--- src/rtl/sdclk_pkg.sv ---
package sdclk_pkg;
    localparam int SDCLK_CTRL_W  = 16;
    localparam int SDCLK_SEL_W   = 8;
    localparam int SDCLK_EN_BIT  = 8;
    localparam int SDCLK_BYP_BIT = 15;
endpackage

--- src/rtl/sdclk_ratio_dec.sv ---
// Turns the one-hot select field into a half-period length in host cycles.
// The lowest set bit has priority; an empty field means a half period of 1.
module sdclk_ratio_dec #(
    parameter int SEL_W = sdclk_pkg::SDCLK_SEL_W,
    localparam int CNT_W = SEL_W + 1
) (
    input  logic [SEL_W-1:0] sel,
    output logic [CNT_W-1:0] half
);
    always_comb begin
        half = CNT_W'(1);
        for (int k = SEL_W - 1; k >= 0; k--) begin
            if (sel[k]) half = CNT_W'(2) << k;
        end
    end
endmodule

--- src/rtl/sdclk_div_core.sv ---
// Rising-edge divider. Configuration is captured only at a boundary,
// which is the end of a complete low phase.
module sdclk_div_core #(
    parameter int SEL_W = sdclk_pkg::SDCLK_SEL_W,
    localparam int CNT_W = SEL_W + 1
) (
    input  logic             clk,
    input  logic             rst_n,
    input  logic [CNT_W-1:0] cfg_half,
    input  logic             cfg_en,
    input  logic             cfg_byp,
    output logic             div_clk,
    output logic             act_en,
    output logic             act_byp,
    output logic             term
);
    typedef struct packed {
        logic [CNT_W-1:0] cnt;
        logic [CNT_W-1:0] half;
        logic             en;
        logic             byp;
        logic             clk;
    } core_t;

    core_t st_d, st_q;

    assign term = (st_q.cnt == st_q.half - CNT_W'(1));

    always_comb begin
        st_d = st_q;
        if (term && !st_q.clk) begin
            // boundary: adopt the new setting, start the next high phase if allowed
            st_d.half = cfg_byp ? CNT_W'(1) : cfg_half;
            st_d.en   = cfg_en;
            st_d.byp  = cfg_byp;
            st_d.cnt  = '0;
            // leaving bypass starts with a full low phase
            st_d.clk  = cfg_en && !cfg_byp && !st_q.byp;
        end else if (term) begin
            st_d.cnt = '0;
            st_d.clk = 1'b0;
        end else begin
            st_d.cnt = st_q.cnt + CNT_W'(1);
        end
    end

    always_ff @(posedge clk or negedge rst_n) begin
        if (!rst_n) begin
            st_q      <= '0;
            st_q.half <= CNT_W'(1);
        end else begin
            st_q <= st_d;
        end
    end

    assign div_clk = st_q.clk;
    assign act_en  = st_q.en;
    assign act_byp = st_q.byp;
endmodule

--- src/rtl/sdclk_out_gate.sv ---
// Falling-edge stage: mode select and bypass gate change only while the
// host clock is low and the divided clock is low.
module sdclk_out_gate (
    input  logic clk,
    input  logic rst_n,
    input  logic div_clk,
    input  logic act_en,
    input  logic act_byp,
    output logic card_clk
);
    typedef struct packed {
        logic sel;
        logic gate;
    } gate_t;

    gate_t gt_d, gt_q;

    always_comb begin
        gt_d = gt_q;
        if (!div_clk) begin
            gt_d.sel  = act_byp;
            gt_d.gate = act_byp && act_en;
        end
    end

    always_ff @(negedge clk or negedge rst_n) begin
        if (!rst_n) gt_q <= '0;
        else        gt_q <= gt_d;
    end

    assign card_clk = gt_q.sel ? (clk & gt_q.gate) : div_clk;
endmodule

--- src/rtl/sdclk_gen.sv ---
module sdclk_gen #(
    parameter int CTRL_W  = sdclk_pkg::SDCLK_CTRL_W,
    parameter int SEL_W   = sdclk_pkg::SDCLK_SEL_W,
    parameter int EN_BIT  = sdclk_pkg::SDCLK_EN_BIT,
    parameter int BYP_BIT = sdclk_pkg::SDCLK_BYP_BIT
) (
    input  logic              clk,
    input  logic              rst_n,
    input  logic              wr_en,
    input  logic [CTRL_W-1:0] wr_data,
    output logic [CTRL_W-1:0] ctrl_rd,
    output logic              card_clk
);
    localparam int CNT_W = SEL_W + 1;

    logic [CTRL_W-1:0] ctrl_d, ctrl_q;
    logic [CNT_W-1:0]  sel_half;
    logic              div_clk, act_en, act_byp, div_term;

    always_comb begin
        ctrl_d = wr_en ? wr_data : ctrl_q;
    end

    always_ff @(posedge clk or negedge rst_n) begin
        if (!rst_n) ctrl_q <= '0;
        else        ctrl_q <= ctrl_d;
    end

    assign ctrl_rd = ctrl_q;

    sdclk_ratio_dec #(.SEL_W(SEL_W)) u_dec (
        .sel  (ctrl_q[SEL_W-1:0]),
        .half (sel_half)
    );

    sdclk_div_core #(.SEL_W(SEL_W)) u_core (
        .clk      (clk),
        .rst_n    (rst_n),
        .cfg_half (sel_half),
        .cfg_en   (ctrl_q[EN_BIT]),
        .cfg_byp  (ctrl_q[BYP_BIT]),
        .div_clk  (div_clk),
        .act_en   (act_en),
        .act_byp  (act_byp),
        .term     (div_term)
    );

    sdclk_out_gate u_gate (
        .clk      (clk),
        .rst_n    (rst_n),
        .div_clk  (div_clk),
        .act_en   (act_en),
        .act_byp  (act_byp),
        .card_clk (card_clk)
    );
endmodule

--- config.mk ---
export PLATFORM = sky130hd
export DESIGN_NAME = sdclk_gen
export DESIGN_NICKNAME = d
export VERILOG_FILES = /design/src/rtl/sdclk_pkg.sv /design/src/rtl/sdclk_ratio_dec.sv /design/src/rtl/sdclk_div_core.sv /design/src/rtl/sdclk_out_gate.sv /design/src/rtl/sdclk_gen.sv
export SDC_FILE = /design/constraint.sdc
export NUM_CORES = 1
export LEC_CHECK = 0
export ABC_AREA = 1
export CORE_ASPECT_RATIO = 0.6
export CORE_MARGIN = 2
export CORE_UTILIZATION = 30
export CTS_CLUSTER_DIAMETER = 60
export DETAILED_ROUTE_END_ITERATION = 10
export DONT_BUFFER_PORTS = 1
export GPL_TIMING_DRIVEN = 1
export MAX_ROUTING_LAYER = met4
export SLEW_MARGIN = 20
export SYNTH_ARGS = -nofsm -noshare
export SYNTH_HDL_FRONTEND = slang
export SYNTH_HIERARCHICAL = 1
export SYNTH_SLANG_ARGS = --single-unit
--- constraint.sdc ---
create_clock -name clk -period 2.8 [get_ports clk]
set_input_delay 0.28 -clock clk [delete_from_list [all_inputs] [get_ports clk]]
set_output_delay 0.28 -clock clk [all_outputs]
set_load 0.03 [all_outputs]
==> run_results.csv <==
group,metric,value,unit
min_path,hold_class,"input port to flip-flop",
sta,finalMaxSlewViolations,0,
global_route,grt.busiest_layer,"met1",
global_route,grt_usage,14.7,%
place,port_buffers,0,
worst_setup_path,crit_chain,"inv_1 > nand2_2 > nand2_4",
global_route,met2_usage,17.9,%
floorplanning,fp.coreArea,7760,µm²
worst_setup_path,crit_start,"u_gate/gt_q[1]",
worst_setup_path,r2r-end,"u_core/st_q[17]",
place,hpwlAfterDp,3710,µm
yosys,synthesis.nets,345,
sta,worstMarginPinSlew,682,ps
worst_setup_path,reg2reg_slack,470,ps
outcome,run_status,"finished, final reports clean",
worst_setup_path,critical_path.endpoint,"card_clk",
place,postPlaceCellArea,2400,µm²
sta,rsz0062_at_grt,"yes",
power,powerDensity,544,nW/µm²
floorplanning,die_h,72.8,µm
global_route,grt_pass1_vias,1829,
worst_setup_path,critPathKind,"flip-flop to output pin",
global_route,grt_use_met3,6.72,%
worst_setup_path,max_stage_delay,440,ps
layout,fin_area,2800,µm²
cts,insertion_delay,440,ps
run,cap_violations,0,
detailed_routing,routed-via-count,1937,
layout,areaGrowthSynthToFinish,18.2,%
yosys,synth.cell_area,2360,µm²
layout,fill_cells,824,
floorplanning,start_util,30.5,%
detailed_routing,detail_route.wl_per_cell,11.9,µm
worst_setup_path,critPathCaptureType,"output pin",
sta,maxSlewHeadroom,54.6,%
global_route,overflow,0,
power,vdd_drop_max,0.000243,V
layout,num_antenna_cells,0,
cts,tritoncts,"done",
detailed_routing,avgViaCountPerCell,4.31,
place,globalplace.congestion,0.801,
sta,hold_violations,0,
layout,multi_input_area,1120,µm²
worst_setup_path,cp-start-kind,"flip-flop",
worst_setup_path,crit_required,2520,ps
place,dp.cells,423,
yosys,syn_avg_cell_area,7.30,µm²
layout,regArea,977,µm²
yosys,synthCells,324,
layout,instances_no_fill,449,
global_route,grt_pass1_wl,9200,µm
worst_setup_path,rr_worst_depth,13,
detailed_routing,wirelength,5350,µm
global_route,antenna_found_initial,0,
global_route,use_met1,20.0,%
worst_setup_path,r2r-start,"u_core/st_q[3]",
detailed_routing,post-route-drc-count,0,
sta,holdWs,6.51,ps
worst_setup_path,crit_arrival,2510,ps
min_path,hold_path_depth,2,
sta,skew,39.8,ps
worst_setup_path,crit_path_top_delay_cell,"dfrtn_1",
global_route,grt_max_degree,38,
cts,clk_pin_slew_worst_paths,60,ps
detailed_routing,drtPass1Iterations,4,
layout,layout.nets,361,
sta,setup_violations,0,
yosys,ys.warnings.count,6,
floorplanning,ioPinCount,36,
layout,fin_util,36.0,%
floorplanning,rows,25,
detailed_routing,drt_iter0_drc,99,
floorplanning,die_w,119,µm
detailed_routing,ant_nets,0,
layout,layout-drive-gt1-share,16.1,%
power,leakage,0.00142,µW
worst_setup_path,path_max_fanout,3,
floorplanning,die_area,8630,µm²
-- cell type report --
class | count | share of cell area [%]
multi-input combinational | 230 | 40.2
timing repair buffer | 16 | 5.91
inverter | 45 | 6.22
clock buffer | 8 | 7.16
tap | 108 | 4.83
sequential | 39 | 35.0
clock inverter | 3 | 0.716
-- registers in the layout, indices dropped and copies added (netlist names) --
name / count
u_gate/gt_q: 2
u_core/div_clk: 1
u_core/st_q: 18
u_core/act_byp: 1
u_core/act_en: 1
ctrl_rd: 16
-- through the flow --
step | TNS, ps | total power (µW) | setup slack (ps)
5_1_grt | -47.9 | 1580 | -47.9
6_report | 0 | 1520 | 13.2
4_1_cts | 0 | 1550 | 17.1
3_3_place_gp | 0 | 717 | 431
2_1_floorplan | 0 | 713 | 437
3_5_place_dp | 0 | 719 | 422
-- where the power goes --
part | switching, µW | internal [µW] | leakage (µW)
Sequential | 71.5 | 583 | 0.000498
Clock | 273 | 510 | 0.000111
Combinational | 47.1 | 36.9 | 0.000815
Total | 392 | 1130 | 0.00142
-- worst max-delay path, delay by kind of cell, from the launching register on --
family | cells | cell delay, ps
flip-flops | 1 | 440
AND/OR/NAND/NOR | 2 | 160
buffers and inverters | 1 | 60
-- worst min-delay path by stage --
stage / start / endpoint / slack, ps
final: wr_data[0] / ctrl_rd[0] / 7
after global routing: wr_en / ctrl_rd[6] / 3
after floorplan: rst_n / ctrl_rd[0] / -20
after detailed placement: rst_n / ctrl_rd[12] / -10
after CTS: wr_en / ctrl_rd[6] / 0.4
after global placement: rst_n / ctrl_rd[12] / -10
-- cell usage in the layout (no fill, tap or decap), drive strengths merged, types with 3 or more instances in the layout --
cell type / count
buf: 3
clkbuf: 8
dfrtp: 36
dlygate4sd3: 13
inv: 45
nand2: 131
nand3: 28
nor2: 44
nor3: 6
o21ai: 3
or2: 3
xnor2: 3
xor2: 5
-- layer usage --
metal / part of all wire [%] / wire, µm / up-vias
met4: 1.6 / 87 / 0
met5: 0 / 0 / -
met3: 6.4 / 343 / 8
met1: 54 / 2920 / 892
met2: 37 / 2000 / 33
li1: - / - / 1004
-- repair_timing --
| item | 4_1_cts | 5_1_grt |
|---|---|---|
| endpoints found under the setup margin | 4 | 4 |
| endpoints found under the hold margin | 49 | 0 |
| pin swaps | 1 | 1 |
| hold buffers | 14 | 0 |
| setup buffers | 0 | 1 |
| resized for setup | 4 | 0 |
No activity file was read; power rests on OpenSTA's default activity.
